===== src/rtl/slp_pkg.sv =====
package slp_pkg;
  localparam int REG_W   = 8;
  localparam int B_BOFF  = 7;
  localparam int B_SE    = 5;
  localparam int B_MODEH = 4;
  localparam int B_MODEL = 3;
  localparam int B_UNLK  = 2;

  typedef struct packed {
    logic       se;
    logic [1:0] mode;
  } slp_fields_t;
endpackage


===== src/rtl/slp_rst_sync.sv =====
module slp_rst_sync #(
  parameter int STAGES = 2
) (
  input  logic clk,
  input  logic rst_n,
  output logic rst_n_sync
);
  logic [STAGES-1:0] sh_q;

  always_ff @(posedge clk or negedge rst_n) begin
    if (!rst_n) sh_q <= '0;
    else        sh_q <= {sh_q[STAGES-2:0], 1'b1};
  end

  assign rst_n_sync = sh_q[STAGES-1];
endmodule


===== src/rtl/slp_unlock.sv =====
module slp_unlock
  import slp_pkg::*;
#(
  parameter int WIN_CYC = 4
) (
  input  logic             clk,
  input  logic             rst_n,
  input  logic             wr_en,
  input  logic [REG_W-1:0] wr_data,
  output logic             unlk,
  output logic             accept
);
  localparam int CW = $clog2(WIN_CYC + 1);

  logic [CW-1:0] cnt_q, cnt_d;
  logic          is_arm, is_fin;

  always_comb begin
    is_arm = wr_en & wr_data[B_BOFF] & wr_data[B_UNLK];
    is_fin = wr_en & wr_data[B_BOFF] & ~wr_data[B_UNLK] & (cnt_q != '0);
    cnt_d  = cnt_q;
    if (wr_en) begin
      cnt_d = is_arm ? CW'(WIN_CYC) : '0;
    end else if (cnt_q != '0) begin
      cnt_d = cnt_q - 1'b1;
    end
  end

  always_ff @(posedge clk or negedge rst_n) begin
    if (!rst_n) cnt_q <= '0;
    else        cnt_q <= cnt_d;
  end

  assign unlk   = (cnt_q != '0);
  assign accept = is_fin;

  AST_WINDOW_COUNTS_DOWN: assert property (@(posedge clk) disable iff (!rst_n)
    (!wr_en && cnt_q != '0) |=> (cnt_q == $past(cnt_q) - 1'b1));
endmodule


===== src/rtl/slp_bodflag.sv =====
module slp_bodflag #(
  parameter int DLY_CYC  = 3,
  parameter int HOLD_CYC = 3
) (
  input  logic clk,
  input  logic rst_n,
  input  logic load,
  output logic flag_set,
  output logic flag_act
);
  localparam int TOT = DLY_CYC + HOLD_CYC;
  localparam int DW  = $clog2(TOT + 1);

  logic [DW-1:0] dcnt_q, dcnt_d;

  always_comb begin
    dcnt_d = dcnt_q;
    if (load)                dcnt_d = DW'(TOT);
    else if (dcnt_q != '0)   dcnt_d = dcnt_q - 1'b1;
  end

  always_ff @(posedge clk or negedge rst_n) begin
    if (!rst_n) dcnt_q <= '0;
    else        dcnt_q <= dcnt_d;
  end

  assign flag_set = (dcnt_q != '0);
  assign flag_act = flag_set && (dcnt_q <= DW'(HOLD_CYC));

  AST_CLEARS_AFTER_ACTIVE: assert property (@(posedge clk) disable iff (!rst_n)
    $fell(flag_set) |-> $past(flag_act));
  AST_LOAD_SETS: assert property (@(posedge clk) disable iff (!rst_n)
    load |=> (flag_set && !flag_act));
endmodule


===== src/rtl/sleep_bod_ctrl.sv =====
module sleep_bod_ctrl
  import slp_pkg::*;
#(
  parameter bit HAS_BOD_OFF = 1'b1,
  parameter int WIN_CYC     = 4,
  parameter int DLY_CYC     = 3,
  parameter int HOLD_CYC    = 3
) (
  input  logic             clk,
  input  logic             rst_n,
  input  logic             wr_en,
  input  logic [REG_W-1:0] wr_data,
  output logic [REG_W-1:0] rd_data,
  input  logic             slp_req,
  input  logic             wake,
  output logic             bod_off
);
  logic        rst_s;
  slp_fields_t fld_q, fld_d;
  logic        unlk, accept, b_set, b_act;
  logic        off_q, off_d;

  slp_rst_sync #(.STAGES(2)) u_rst (
    .clk(clk), .rst_n(rst_n), .rst_n_sync(rst_s)
  );

  generate
    if (HAS_BOD_OFF) begin : g_feat
      slp_unlock #(.WIN_CYC(WIN_CYC)) u_unlock (
        .clk(clk), .rst_n(rst_s), .wr_en(wr_en), .wr_data(wr_data),
        .unlk(unlk), .accept(accept)
      );
      slp_bodflag #(.DLY_CYC(DLY_CYC), .HOLD_CYC(HOLD_CYC)) u_flag (
        .clk(clk), .rst_n(rst_s), .load(accept),
        .flag_set(b_set), .flag_act(b_act)
      );
    end else begin : g_nofeat
      assign unlk   = 1'b0;
      assign accept = 1'b0;
      assign b_set  = 1'b0;
      assign b_act  = 1'b0;
    end
  endgenerate

  always_comb begin
    fld_d = fld_q;
    if (wr_en) begin
      fld_d.se   = wr_data[B_SE];
      fld_d.mode = wr_data[B_MODEH:B_MODEL];
    end
  end

  always_comb begin
    off_d = off_q;
    if (wake)                          off_d = 1'b0;
    else if (slp_req && fld_q.se && b_act) off_d = 1'b1;
  end

  always_ff @(posedge clk or negedge rst_s) begin
    if (!rst_s) begin
      fld_q <= '0;
      off_q <= 1'b0;
    end else begin
      fld_q <= fld_d;
      off_q <= off_d;
    end
  end

  always_comb begin
    rd_data          = '0;
    rd_data[B_BOFF]  = b_set;
    rd_data[B_SE]    = fld_q.se;
    rd_data[B_MODEH:B_MODEL] = fld_q.mode;
    rd_data[B_UNLK]  = unlk;
  end

  assign bod_off = off_q;

  AST_WAKE_DROPS_OFF: assert property (@(posedge clk) disable iff (!rst_s)
    wake |=> !bod_off);
  AST_OFF_NEEDS_SE: assert property (@(posedge clk) disable iff (!rst_s)
    $rose(bod_off) |-> ($past(fld_q.se) && $past(slp_req)));
  AST_OFF_NEEDS_ACTIVE: assert property (@(posedge clk) disable iff (!rst_s)
    $rose(bod_off) |-> $past(b_act));
  AST_NOFEAT_QUIET: assert property (@(posedge clk) disable iff (!rst_s)
    !HAS_BOD_OFF |-> (!bod_off && !rd_data[B_BOFF] && !rd_data[B_UNLK]));
endmodule


===== config.mk =====
export PLATFORM = sky130hd
export DESIGN_NAME = sleep_bod_ctrl
export DESIGN_NICKNAME = d
export VERILOG_FILES = /design/src/rtl/slp_pkg.sv /design/src/rtl/slp_rst_sync.sv /design/src/rtl/slp_unlock.sv /design/src/rtl/slp_bodflag.sv /design/src/rtl/sleep_bod_ctrl.sv
export SDC_FILE = /design/constraint.sdc
export NUM_CORES = 1
export LEC_CHECK = 0
export ABC_CLOCK_PERIOD_IN_PS = 1800
export BUFFER_PORTS_ARGS = -buffer_cell sky130_fd_sc_hd__buf_4
export CAP_MARGIN = 20
export CORE_MARGIN = 2
export CORE_UTILIZATION = 45
export DETAILED_ROUTE_END_ITERATION = 8
export MAX_ROUTING_LAYER = met4
export PLACE_DENSITY_LB_ADDON = 0.08
export SLEW_MARGIN = 20
export SYNTH_ARGS = -nofsm -noshare
export SYNTH_HDL_FRONTEND = slang
export SYNTH_HIERARCHICAL = 1
export SYNTH_SLANG_ARGS = --single-unit
export TNS_END_PERCENT = 10

===== constraint.sdc =====
create_clock -name clk -period 1.8 [get_ports clk]
set_clock_uncertainty 0.2 [all_clocks]
set_input_delay 0.36 -clock clk [delete_from_list [all_inputs] [get_ports clk]]
set_output_delay 0.36 -clock clk [all_outputs]
set_load 0.05 [all_outputs]

==> After elaboration in Yosys (flattened, before gate mapping) <==
Cells that the tools add are included.
{ "totals": {"wordCells": 29, "register_bits": 12, "in_bits": 13} }
{ "op_classes": {"reduce_logical": 8, "n_bitwise": 5, "mux": 7, "order_cmp": 1, "n_addsub": 2} }
{ "op_table": {"columns": ["cell", "count"], "rows": [
  ["$mux W3", 5],
  ["$reduce_bool A2 Y1", 3],
  ["$reduce_bool A3 Y1", 2],
  ["$sub A3 B1 Y3 const B", 2],
  ["$and A1 B1 Y1", 4],
  ["$le A3 B2 Y1 const B", 1],
  ["$logic_and A1 B1 Y1", 3],
  ["$mux W1", 2],
  ["$not A1 Y1", 1]
]} }

==> Longest topological paths before layout <==
Gate-level depths: netlist (run 1).
{ "logic_depth": {"ltp_word": 5, "mapped_depth": 7} }

==> By module <==
Netlist (run 1), hierarchy kept.
{ "modules_own_cells": {"columns": ["module", "cells_each", "seq_area_each_um2", "area_each_um2", "instances"], "rows": [
  ["slp_bodflag", 20, 75.1, 209.0, 1],
  ["slp_unlock", 19, 75.1, 190.2, 1],
  ["sleep_bod_ctrl", 15, 100.1, 185.2, 1],
  ["slp_rst_sync", 3, 50.0, 53.8, 1]
]} }

==> Least setup slack after synthesis (run 1) <==
No wires, ideal clock.
{ "synth_timing": {"path_kind": "reg2reg", "start": "register g_feat.u_unlock.cnt_q[0]", "end": "register g_feat.u_flag.dcnt_q[0]", "period_less_slack_ps": 1613, "t_arrival_ps": 1288, "setup_ps": 125, "path_slack_ps": 187, "required_time_ps": 1475, "path_stages_with_launch": 8, "path_buffers": 0, "path_cell_list": "dfrtp_1 inv_1 ha_1 nand2b_4 nand3_1 nor2_1 nor2_1 mux2_4"} }
{ "synth_via": {"elab_chain_len": 3, "word_cells_on_any_way": 4, "classes_between": "mux: 1; bitwise: 1; reduce/logical: 2"} }
{ "synth_rtl": {"columns": ["element", "line_no", "text"], "rows": [
  ["start: declaration", "slp_unlock.sv:15", "logic [CW-1:0] cnt_q, cnt_d;"],
  ["start signal: assignment", "slp_unlock.sv:31", "else cnt_q <= cnt_d;"],
  ["$reduce_bool A3 Y1 (*)", null, null],
  ["net unlk", "sleep_bod_ctrl.sv:20", "logic unlk, accept, b_set, b_act;"],
  ["$and A1 B1 Y1 (*)", "slp_unlock.sv:20", "is_fin = wr_en & wr_data[B_BOFF] & ~wr_data[B_UNLK] & (cnt_q != '0);"],
  ["net accept", "sleep_bod_ctrl.sv:20", null],
  ["$mux W3 or $reduce_bool A2 Y1 (tied branches)", null, null],
  ["end signal: assignment", "slp_bodflag.sv:24", "else dcnt_q <= dcnt_d;"],
  ["end: declaration", "slp_bodflag.sv:14", "logic [DW-1:0] dcnt_q, dcnt_d;"]
]} }
The timed path passes the listed nets; every way through them passes the cells marked *.
A chain may end at the register's enable or synchronous reset.

==> Worst setup path in the final report (run 1) <==
{ "layout_timing": {"start": "register g_feat.u_flag.dcnt_q[0]", "end": "output rd_data[7]"} }
{ "layout_via": {"elab_chain_len": 1} }
{ "layout_rtl": {"columns": ["element", "line_no", "text"], "rows": [
  ["$reduce_bool A3 Y1", "slp_bodflag.sv:27", "assign flag_set = (dcnt_q != '0);"],
  ["end: declaration", "sleep_bod_ctrl.sv:13", "output logic [REG_W-1:0] rd_data,"]
]} }
No other way between the ends.

==> flow_metrics.py, run 1 <==
metrics = {
    "status": {
        "run_status": "complete, no violations",
    },
    "final_layout": {
        "multi_input_comb_area_um2": 310,
        "area_growth_pct": 38.8,
        "n_antenna_cell": 0,
        "proportion_of_layout_cells_with_a_drive_suffix_above_1_pct": 51.8,
        "final_nets": 103,
        "filler_cell_count": 102,
        "seqCellArea_um2": 300,
    },
    "synthesis": {
        "post_synth.cell_area_avg_um2": 11.2,
        "synth_largest_type_area_fraction_pct": 47.1,
        "synthTopCellsByCount": "sky130_fd_sc_hd__dfrtp_1, sky130_fd_sc_hd__inv_1, sky130_fd_sc_hd__nor2_1",
        "yosys.area.top_type": "sky130_fd_sc_hd__dfrtp_1",
        "synth.area.top_cells": "sky130_fd_sc_hd__dfrtp_1, sky130_fd_sc_hd__ha_1, sky130_fd_sc_hd__buf_4",
        "synth-async-reset-ratio_pct": 100,
        "synthCells": 57,
        "synth_cell_type_count": 24,
        "synth_seq_cells": 12,
        "synth.most_common_cell": "sky130_fd_sc_hd__dfrtp_1",
        "synth_enable_flop_cells": 0,
        "synth.cell_area_um2": 638,
        "synth_warn": 6,
        "synth_flop_cell": "sky130_fd_sc_hd__dfrtp_1",
        "seq_area_frac_synth_pct": 47.1,
    },
    "critical_path": {
        "worst_path_max_delay_cell": "sky130_fd_sc_hd__dfrtp_1",
        "path_cells": "inv_2 > ha_4 > nor2b_4 > inv_2 > buf_6",
        "worst_r2r_startpoint": "g_feat.u_unlock/cnt_q[1]",
        "setup.reg_to_reg.worst_slack_ns": 0.11,
        "cp-end-kind": "output port",
        "cp_data_arrival_time_ns": 1.21,
        "r2r-end": "g_feat.u_flag/dcnt_q[0]",
        "critPathMaxStageDelay_ns": 0.40,
        "timing_worst_setup_path_type": "reg2out",
        "crit_path_start_kind": "flip-flop",
        "critical_path_peak_fanout": 3,
        "path_common_cell": "sky130_fd_sc_hd__inv_2",
        "timing.reg2reg.worst_path_depth": 7,
        "cp.required_ns": 1.24,
        "worst-path-buf-inv": 3,
        "crit_family": "flip-flops",
    },
    "detailed_routing": {
        "postRouteAntennaNets": 0,
        "drt_iter0_drc": 13,
        "drt-total-wl_um": 1090,
        "vias_per_cell": 4.90,
        "detail_route.drc_violations": 0,
        "drt-wirelength-per-cell_um": 11.1,
        "num_vias": 480,
        "drtPass1Iterations": 4,
    },
    "min_path": {
        "hold_startpoint": "wake",
        "min_to": "bod_off",
        "timing.hold.worst.class": "in2reg",
        "min_path_cells": 2,
    },
    "power_and_ir_drop": {
        "p_switching_mw": 0.548,
        "power.static_leakage_nw": 0.432,
        "sw_frac_of_total_pct": 38.7,
        "cell_internal_pwr_mw": 0.866,
        "pwr_density_nw_per_um2": 1600,
        "p_clk_share_pct": 10.3,
        "seq_power_share_pct": 28.8,
        "worst_ir_drop_vdd_mv": 0.694,
        "p_comb_share_pct": 60.8,
    },
    "cts": {
        "cts_tree": "built",
        "clk_path_buf_depth": 2,
        "number_of_buffers_created_by_cts": 3,
        "cts_htree_levels": 1,
        "cts.sinks": 12,
        "clkLatencyLatePin_ns": 0.25,
        "clkTransAtPathRegs_ns": 0.06,
        "root_buffer": "sky130_fd_sc_hd__clkbuf_4",
    },
    "place": {
        "port_buffers": 15,
        "gp_congestion": 0.777,
        "hpwl_um": 743,
    },
    "die": {
        "boundaryPins": 22,
        "die_height_um": 41.7,
        "design.die.area_um2": 1740,
        "floorplan.rows": 13,
        "floorplan.core_area_um2": 1320,
        "floorplan.initialDensity_pct": 48.4,
        "width_of_the_die_um": 41.7,
    },
    "sta": {
        "fin_crit_sh_pct": 98.4,
        "slew_viol_final": 0,
        "rsz0062_at_grt": "true",
        "fin_setup_tns_ns": 0,
        "timing.final.crit_period_ns": 1.77,
        "setup_viol_count_final": 0,
        "maxClockFrequency_mhz": 564,
        "fin_worst_hold_slack_ns": 0.0473,
        "finalHoldViolCount": 0,
    },
    "global_routing": {
        "grt_max_degree": 11,
        "global_route.usage.total_pct": 14.8,
        "grt_antenna_before_repair": 0,
        "first_pass_grt_wire_length_um": 1860,
        "first_global_vias": 428,
        "grt-ovfl-total": 0,
    },
    "flow_run": {
        "max_cap_viol_count": 0,
    },
}
[metal layers]
metal	part of all wire (%)	vias to the layer above	track usage, %	wire length (um)
met5	0	-	-	0
met4	0.73	0	7.74	8
met3	6.3	2	2.61	69
met2	47	17	22.5	510
li1	-	232	-	-
met1	46	229	18.9	500
[per-stage QoR]
stage,area (um^2),std cells,power (mW),utilization [%],worst slack [ns]
floorplan,646,59,0.919,-,0.187
global placement,747,85,1.02,56.7,0.113
detailed placement,747,85,1.03,56.7,0.0826
CTS,852,94,1.34,64.7,-0.0141
global route,886,98,1.53,67.2,-0.0360
finish,886,98,1.41,67.2,0.0282
[cell families after synthesis]
| group | after synthesis | share of synthesized area, % |
|---|---|---|
| AND/OR/NAND/NOR | 15 | 14.7 |
| flip-flops | 12 | 47.1 |
| buffers and inverters | 11 | 9.41 |
| AO/OA/AOI/OAI | 7 | 8.82 |
| adder cells (fa/ha/maj) | 5 | 9.80 |
| other | 2 | 1.18 |
| XOR/XNOR | 1 | 1.37 |
| multiplexers | 4 | 7.65 |
[power by group through the flow]
stage | Sequential, mW | Combinational [mW] | Clock (mW)
4_1_cts | 0.407 | 0.772 | 0.157
5_1_grt | 0.416 | 0.934 | 0.177
3_5_place_dp | 0.420 | 0.613 | 0
2_1_floorplan | 0.442 | 0.477 | 0
6_report | 0.408 | 0.860 | 0.146
3_3_place_gp | 0.414 | 0.609 | 0
[layout make-up]
type | instances | area share, %
multi-input cells | 36 | 35.0
flip-flops and latches | 12 | 33.9
repair buffers | 26 | 23.9
clock buffers | 3 | 2.54
inverters | 6 | 2.54
well taps | 15 | 2.12
[how the worst max path moves through the flow]
stage / from / slack (ns) / endpoint / depth (start not counted)
2_1_floorplan: g_feat.u_unlock/cnt_q[0] / 0.19 / g_feat.u_flag/dcnt_q[0] / 7
3_3_place_gp: g_feat.u_unlock/cnt_q[0] / 0.11 / g_feat.u_flag/dcnt_q[0] / 7
3_5_place_dp: g_feat.u_unlock/cnt_q[0] / 0.08 / g_feat.u_flag/dcnt_q[0] / 7
4_1_cts: g_feat.u_unlock/cnt_q[0] / -0.01 / rd_data[2] / 5
5_1_grt: g_feat.u_flag/dcnt_q[1] / -0.04 / rd_data[7] / 5
6_report: g_feat.u_flag/dcnt_q[0] / 0.03 / rd_data[7] / 5
[registers in the layout, summed over array words and instances, names as in the netlist]
signal                 count
g_feat.u_unlock/cnt_q      3
g_feat.u_flag/dcnt_q       3
rd_data                    3
u_rst/sh_q                 2
bod_off                    1
[worst register-to-register path, stage by stage (launching register included)]
cell and delay [ns]:
sky130_fd_sc_hd__dfrtp_1 0.37, sky130_fd_sc_hd__inv_2 0.06, sky130_fd_sc_hd__ha_4 0.16, sky130_fd_sc_hd__nand2b_4 0.10, sky130_fd_sc_hd__nand3_1 0.08, sky130_fd_sc_hd__nor2_1 0.24, sky130_fd_sc_hd__nor2_1 0.09, sky130_fd_sc_hd__mux2_4 0.27
[layout by cell type, fill, tap and decap left out, drive strengths merged]
cell	netlist	routed
ha	5	5
nand2b	1	1
nand2	1	1
mux2	4	4
inv	6	6
a31oi	1	1
clkbuf	0	3
dlygate4sd3	0	2
o31a	1	1
conb	2	4
a211oi	2	2
buf	5	24
nand3	1	1
a21oi	1	1
a211o	1	1
xnor2	1	1
nand3b	1	1
o211ai	1	1
nor2b	4	4
nor2	7	7
dfrtp	12	12
[timing repair]
| item | in CTS | in global routing |
|---|---|---|
| setup endpoints to repair | 2 | 2 |
| pin swaps | 0 | 2 |
| setup buffers | 4 | 5 |
| resized for setup | 10 | 2 |
| gates cloned | 0 | 0 |
| hold buffers | 2 | 0 |
| endpoints found under the hold margin | 12 | 0 |
Note: power is estimated with default switching activity, not from simulation.
==> run 2: changes to the inputs <==
- PLACE_DENSITY: unset -> 0.78
- PLACE_DENSITY_LB_ADDON: 0.08 -> unset
- SETUP_SLACK_MARGIN: unset -> 0.4
==> flow_metrics.py, run 2 (synthesized netlist as in run 1, its figures left out) <==
metrics = {
    "final_layout": {
        "finalCoreUtilization_pct": 68.0,
        "layout.cells.most_common_list": "sky130_fd_sc_hd__buf_4, sky130_fd_sc_hd__dfrtp_1, sky130_fd_sc_hd__nor2_1, sky130_fd_sc_hd__inv_2, sky130_fd_sc_hd__conb_1",
        "final_nets": 103,
        "seqCellArea_um2": 300,
        "most_common_cell_after_layout_fill_and_taps_aside": "sky130_fd_sc_hd__buf_4",
        "proportion_of_layout_cells_with_a_drive_suffix_above_1_pct": 55.4,
        "area_growth_pct": 40.4,
        "instances_no_fill": 98,
        "multi_input_comb_area_um2": 323,
        "filler_cell_count": 87,
        "n_antenna_cell": 0,
        "finish.instance_area_um2": 896,
    },
    "critical_path": {
        "path_common_cell": "sky130_fd_sc_hd__inv_2",
        "worst_setup_path_endpoint": "rd_data[7]",
        "timing_worst_setup_path_type": "reg2out",
        "cp.required_ns": 1.24,
        "path_cells": "inv_2 > ha_4 > nor2b_4 > inv_2 > buf_8",
        "cp.depth": 5,
        "timing.reg2reg.worst_path_depth": 6,
        "crit_path_start_kind": "flip-flop",
        "critPathMaxStageDelay_ns": 0.39,
        "r2r-end": "bod_off",
        "cp_data_arrival_time_ns": 1.19,
        "crit_family": "flip-flops",
        "cp-end-kind": "output port",
        "timing.critical_path.from": "g_feat.u_flag/dcnt_q[1]",
        "worst-path-buf-inv": 3,
        "critical_path_peak_fanout": 2,
        "worst_r2r_startpoint": "g_feat.u_flag/dcnt_q[1]",
        "worst_path_max_delay_cell": "sky130_fd_sc_hd__dfrtp_1",
        "setup.reg_to_reg.worst_slack_ns": 0.15,
    },
    "detailed_routing": {
        "detail_route.drc_violations": 0,
        "num_vias": 465,
        "drt-wirelength-per-cell_um": 11.5,
        "vias_per_cell": 4.74,
        "postRouteAntennaNets": 0,
        "drtPass1Iterations": 1,
        "drt_iter0_drc": 0,
        "drt-total-wl_um": 1130,
    },
    "die": {
        "die_height_um": 41.7,
        "floorplan.core_area_um2": 1320,
        "design.die.area_um2": 1740,
        "width_of_the_die_um": 41.7,
        "boundaryPins": 22,
        "floorplan.initialDensity_pct": 48.4,
        "floorplan.rows": 13,
    },
    "cts": {
        "clkTransAtPathRegs_ns": 0.06,
        "cts_hold_buffers": 1,
        "clkLatencyLatePin_ns": 0.25,
        "number_of_buffers_created_by_cts": 3,
        "clk_path_buf_depth": 2,
        "cts_htree_levels": 1,
        "cts.sinks": 12,
        "cts_tree": "built",
        "root_buffer": "sky130_fd_sc_hd__clkbuf_4",
    },
    "place": {
        "gp_congestion": 0.649,
        "postPlaceCellArea_um2": 767,
        "hpwl_um": 796,
        "placed_cells_incl_taps": 84,
        "port_buffers": 15,
    },
    "power_and_ir_drop": {
        "worst_ir_drop_vdd_mv": 0.721,
        "p_total_mw": 1.44,
        "power.static_leakage_nw": 0.434,
        "pwr_density_nw_per_um2": 1610,
    },
    "status": {
        "violations": "negative hold slack",
        "run_status": "complete, but fails checks",
    },
    "sta": {
        "setup_viol_count_final": 0,
        "fin_worst_hold_slack_ns": -0.0437,
        "rsz0062_at_grt": "true",
        "maxClockFrequency_mhz": 573,
        "fin_crit_sh_pct": 97.0,
        "fin_setup_tns_ns": 0,
        "slew_viol_final": 0,
        "finalHoldViolCount": 10,
        "timing.final.crit_period_ns": 1.75,
    },
    "global_routing": {
        "grt_max_degree": 11,
        "first_pass_grt_wire_length_um": 1870,
        "first_global_vias": 463,
        "grt_antenna_before_repair": 0,
        "global_route.usage.total_pct": 14.7,
        "grt-ovfl-total": 0,
    },
    "flow_run": {
        "max_cap_viol_count": 0,
    },
    "min_path": {
        "timing.hold.worst.class": "reg2async",
    },
}
## run 2: cell count changes in the layout (fill, tap and decap cells not counted)
cell                            delta
sky130_fd_sc_hd__buf_4             +1
sky130_fd_sc_hd__nor2_1            -1
sky130_fd_sc_hd__nor2_4            +1
sky130_fd_sc_hd__dlygate4sd3_1     -1
sky130_fd_sc_hd__nand3_1           -1
sky130_fd_sc_hd__nand3_2           +1
## run 2: repair_timing
| action | in CTS | in global routing |
|---|---|---|
| endpoints found under the setup margin | 8 | 11 |
| hold endpoints to repair | 12 | 6 |
| gates resized for setup | 4 | 3 |
| buffers inserted | 7 | 3 |
| pin swaps | 1 | 1 |
## run 2: stage by stage
step	hold WS (ns)	setup slack, ns
after CTS	-0.0351	0.0476
after global routing	-0.00195	0.0159
after global placement	-0.0573	0.225
after floorplan	-0.136	0.288
after detailed placement	-0.0560	0.209
final	-0.0437	0.0540
## run 2: worst min path at each step
stage | startpoint | end | slack, ns | cells past startpoint
2_1_floorplan | rst_n | u_rst/sh_q[0] | -0.14 | 0
5_1_grt | u_rst/sh_q[1] | rd_data[3] | -0.002 | 0
4_1_cts | u_rst/sh_q[1] | rd_data[3] | -0.04 | 0
6_report | u_rst/sh_q[1] | rd_data[3] | -0.04 | 0
3_3_place_gp | rst_n | u_rst/sh_q[0] | -0.06 | 1
3_5_place_dp | rst_n | u_rst/sh_q[1] | -0.06 | 1
## run 2: layout make-up
class,count,area share [%]
Sequential cell,12,33.5
Multi-Input combinational cell,36,36.0
Inverter,6,2.51
Tap cell,15,2.09
Timing Repair Buffer,26,23.3
Clock buffer,3,2.51
## run 2: metal layers
layer	global-route usage (%)	part of all wire, %	vias up	wire (um)
met5	-	0	-	0
met4	9.68	1.1	0	12
met3	1.30	4.2	2	47
met2	24.4	54	13	607
met1	16.9	41	218	463
li1	-	-	232	-
## run 2: power by group
group	leakage [nW]	internal, mW	total (mW)	switching (mW)
combinational	0.276	0.457	0.881	0.423
clock	0.0138	0.0770	0.148	0.0709
sequential	0.145	0.346	0.410	0.0643
## run 2: worst reg2reg max path: cells and delay by family (launching register included)
family / cells / cell delay (ns)
fa+ha+maj: 1 / 0.17
compound gates: 2 / 0.47
flops: 1 / 0.39
buf+inv: 2 / 0.25
simple gates: 1 / 0.06
==> run 3: changes to the inputs <==
- ABC_AREA: unset -> 1
==> flow_metrics.py, run 3 <==
metrics = {
    "cts": {
        "cts.sinks": 12,
        "clk_path_buf_depth": 2,
        "clkTransAtPathRegs_ns": 0.08,
        "root_buffer": "sky130_fd_sc_hd__clkbuf_4",
        "number_of_buffers_created_by_cts": 3,
        "cts_htree_levels": 1,
        "clkLatencyLatePin_ns": 0.27,
        "cts_tree": "built",
    },
    "final_layout": {
        "most_common_cell_after_layout_fill_and_taps_aside": "sky130_fd_sc_hd__buf_4",
        "final_nets": 126,
        "finish.instance_area_um2": 947,
        "area_growth_pct": 47.6,
        "n_antenna_cell": 0,
        "proportion_of_layout_cells_with_a_drive_suffix_above_1_pct": 43.0,
        "layout.cells.most_common_list": "sky130_fd_sc_hd__buf_4, sky130_fd_sc_hd__dfrtp_1, sky130_fd_sc_hd__nand2_1",
    },
    "detailed_routing": {
        "drtPass1Iterations": 4,
        "drt-wirelength-per-cell_um": 10.7,
        "drt-total-wl_um": 1310,
        "postRouteAntennaNets": 0,
        "drt_iter0_drc": 9,
        "num_vias": 572,
        "vias_per_cell": 4.69,
        "detail_route.drc_violations": 0,
    },
    "die": {
        "design.die.area_um2": 1740,
        "floorplan.rows": 13,
        "die_height_um": 41.8,
        "boundaryPins": 22,
        "width_of_the_die_um": 41.8,
        "floorplan.initialDensity_pct": 48.7,
        "floorplan.core_area_um2": 1320,
    },
    "synthesis": {
        "synth_largest_type_area_fraction_pct": 46.8,
        "synth_warn": 6,
        "synth_cell_type_count": 16,
        "seq_area_frac_synth_pct": 46.8,
        "synthTopCellsByCount": "sky130_fd_sc_hd__dfrtp_1, sky130_fd_sc_hd__inv_1, sky130_fd_sc_hd__nand2_1",
        "synth.cell_area_um2": 642,
        "synth.area.top_cells": "sky130_fd_sc_hd__dfrtp_1, sky130_fd_sc_hd__ha_1, sky130_fd_sc_hd__nand3_1",
        "synth_seq_cells": 12,
        "yosys.area.top_type": "sky130_fd_sc_hd__dfrtp_1",
        "synth_flop_cell": "sky130_fd_sc_hd__dfrtp_1",
        "synth-async-reset-ratio_pct": 100,
        "post_synth.cell_area_avg_um2": 8.45,
        "synth_enable_flop_cells": 0,
        "synthCells": 76,
    },
    "critical_path": {
        "cp.required_ns": 1.24,
        "setup.reg_to_reg.worst_slack_ns": 0.23,
        "cp_data_arrival_time_ns": 1.10,
        "critical_path_peak_fanout": 2,
        "r2r-end": "bod_off",
        "worst_r2r_startpoint": "g_feat.u_flag/dcnt_q[1]",
        "timing_worst_setup_path_type": "reg2out",
        "timing.reg2reg.worst_path_depth": 9,
        "crit_path_start_kind": "flip-flop",
        "cp-end-kind": "output port",
    },
    "sta": {
        "finalHoldViolCount": 10,
        "maxClockFrequency_mhz": 603,
        "fin_setup_tns_ns": 0,
        "timing.final.crit_period_ns": 1.66,
        "fin_crit_sh_pct": 92.1,
        "fin_worst_hold_slack_ns": -0.0306,
        "setup_viol_count_final": 0,
        "slew_viol_final": 0,
        "rsz0062_at_grt": "true",
    },
    "global_routing": {
        "first_global_vias": 508,
        "grt-ovfl-total": 0,
        "global_route.usage.total_pct": 16.9,
        "first_pass_grt_wire_length_um": 2070,
        "grt_antenna_before_repair": 0,
        "grt_max_degree": 11,
    },
    "min_path": {
        "timing.hold.worst.class": "reg2async",
    },
    "place": {
        "postPlaceCellArea_um2": 758,
        "port_buffers": 15,
        "gp_congestion": 0.771,
        "hpwl_um": 848,
    },
    "status": {
        "run_status": "complete, but fails checks",
        "violations": "negative hold slack",
    },
    "power_and_ir_drop": {
        "worst_ir_drop_vdd_mv": 1.26,
        "pwr_density_nw_per_um2": 1660,
        "power.static_leakage_nw": 0.510,
    },
    "flow_run": {
        "max_cap_viol_count": 0,
    },
}
## run 3: cell count changes in the layout (fill, tap and decap cells not counted), sizes merged, moves of 2 or more
cell	before	now
a21oi	1	3
inv	6	16
buf	25	28
nor2b	4	0
nand2	1	12
mux2	4	0
a211oi	2	0
nor2	7	5
nand3	1	10
o21ai	0	5
## run 3: cell families (layout without fill, tap and decap cells)
logic type / Yosys count / count (layout) / share of synthesized area (%)
buffers and inverters: 21 / 50 / 15.2
DFF: 12 / 12 / 46.8
other: 2 / 4 / 1.17
and+or+nand+nor: 28 / 28 / 20.3
AOI/OAI and AO/OA: 8 / 8 / 6.82
adders and majority gates: 5 / 5 / 9.75
## run 3: metrics by stage
stage | power, mW | std cells | utilization (%) | hold slack [ns] | worst slack [ns]
floorplan | 0.965 | 78 | - | -0.136 | 0.384
global placement | 1.03 | 103 | 57.5 | -0.0570 | 0.312
detailed placement | 1.06 | 103 | 57.5 | -0.0554 | 0.303
CTS | 1.52 | 117 | 68.9 | -0.0116 | 0.129
global route | 1.70 | 122 | 71.9 | 0.0130 | 0.0841
finish | 1.57 | 122 | 71.9 | -0.0306 | 0.142
## run 3: worst max-delay path: stages (launching register included)
cell and delay (ns):
sky130_fd_sc_hd__dfrtp_1 0.40, sky130_fd_sc_hd__inv_2 0.09, sky130_fd_sc_hd__ha_4 0.15, sky130_fd_sc_hd__nand2_4 0.05
sky130_fd_sc_hd__buf_8 0.14
## run 3: timing repair
action,CTS,global route
setup endpoints to repair,8,8
hold buffers,1,1
resized for setup,9,0
endpoints found under the hold margin,12,1
setup buffers,9,4
pin swaps,3,2
## run 3: layout make-up
| type | count | area, um^2 |
|---|---|---|
| Timing Repair Buffer | 30 | 245 |
| Tap cell | 15 | 18.8 |
| Fill cell | 112 | 370 |
| Sequential cell | 12 | 300 |
| Clock buffer | 4 | 36.3 |
| Inverter | 16 | 60.1 |
| Multi-Input combinational cell | 45 | 287 |
## run 3: where the power goes
part | total (mW) | internal (mW) | switching [mW] | leakage, nW
logic | 0.963 | 0.451 | 0.512 | 0.342
clock network | 0.217 | 0.123 | 0.0937 | 0.0210
registers | 0.394 | 0.347 | 0.0462 | 0.147
total | 1.57 | 0.921 | 0.652 | 0.510
## run 3: metal layers
layer / up-vias / global-route usage [%] / share of wire (%)
met2: 15 / 28.4 / 54
met3: 4 / 6.52 / 4.7
met4: 0 / 7.74 / 1.8
met5: - / - / 0
met1: 265 / 17.2 / 39
li1: 288 / - / -
## run 3: worst max-delay path by stage
stage / depth (start not counted) / from / end
2_1_floorplan: 4 / g_feat.u_unlock/cnt_q[0] / rd_data[2]
3_3_place_gp: 4 / g_feat.u_unlock/cnt_q[0] / rd_data[2]
3_5_place_dp: 4 / g_feat.u_unlock/cnt_q[0] / rd_data[2]
4_1_cts: 4 / g_feat.u_flag/dcnt_q[0] / rd_data[7]
5_1_grt: 4 / g_feat.u_flag/dcnt_q[1] / rd_data[7]
6_report: 4 / g_feat.u_flag/dcnt_q[1] / rd_data[7]
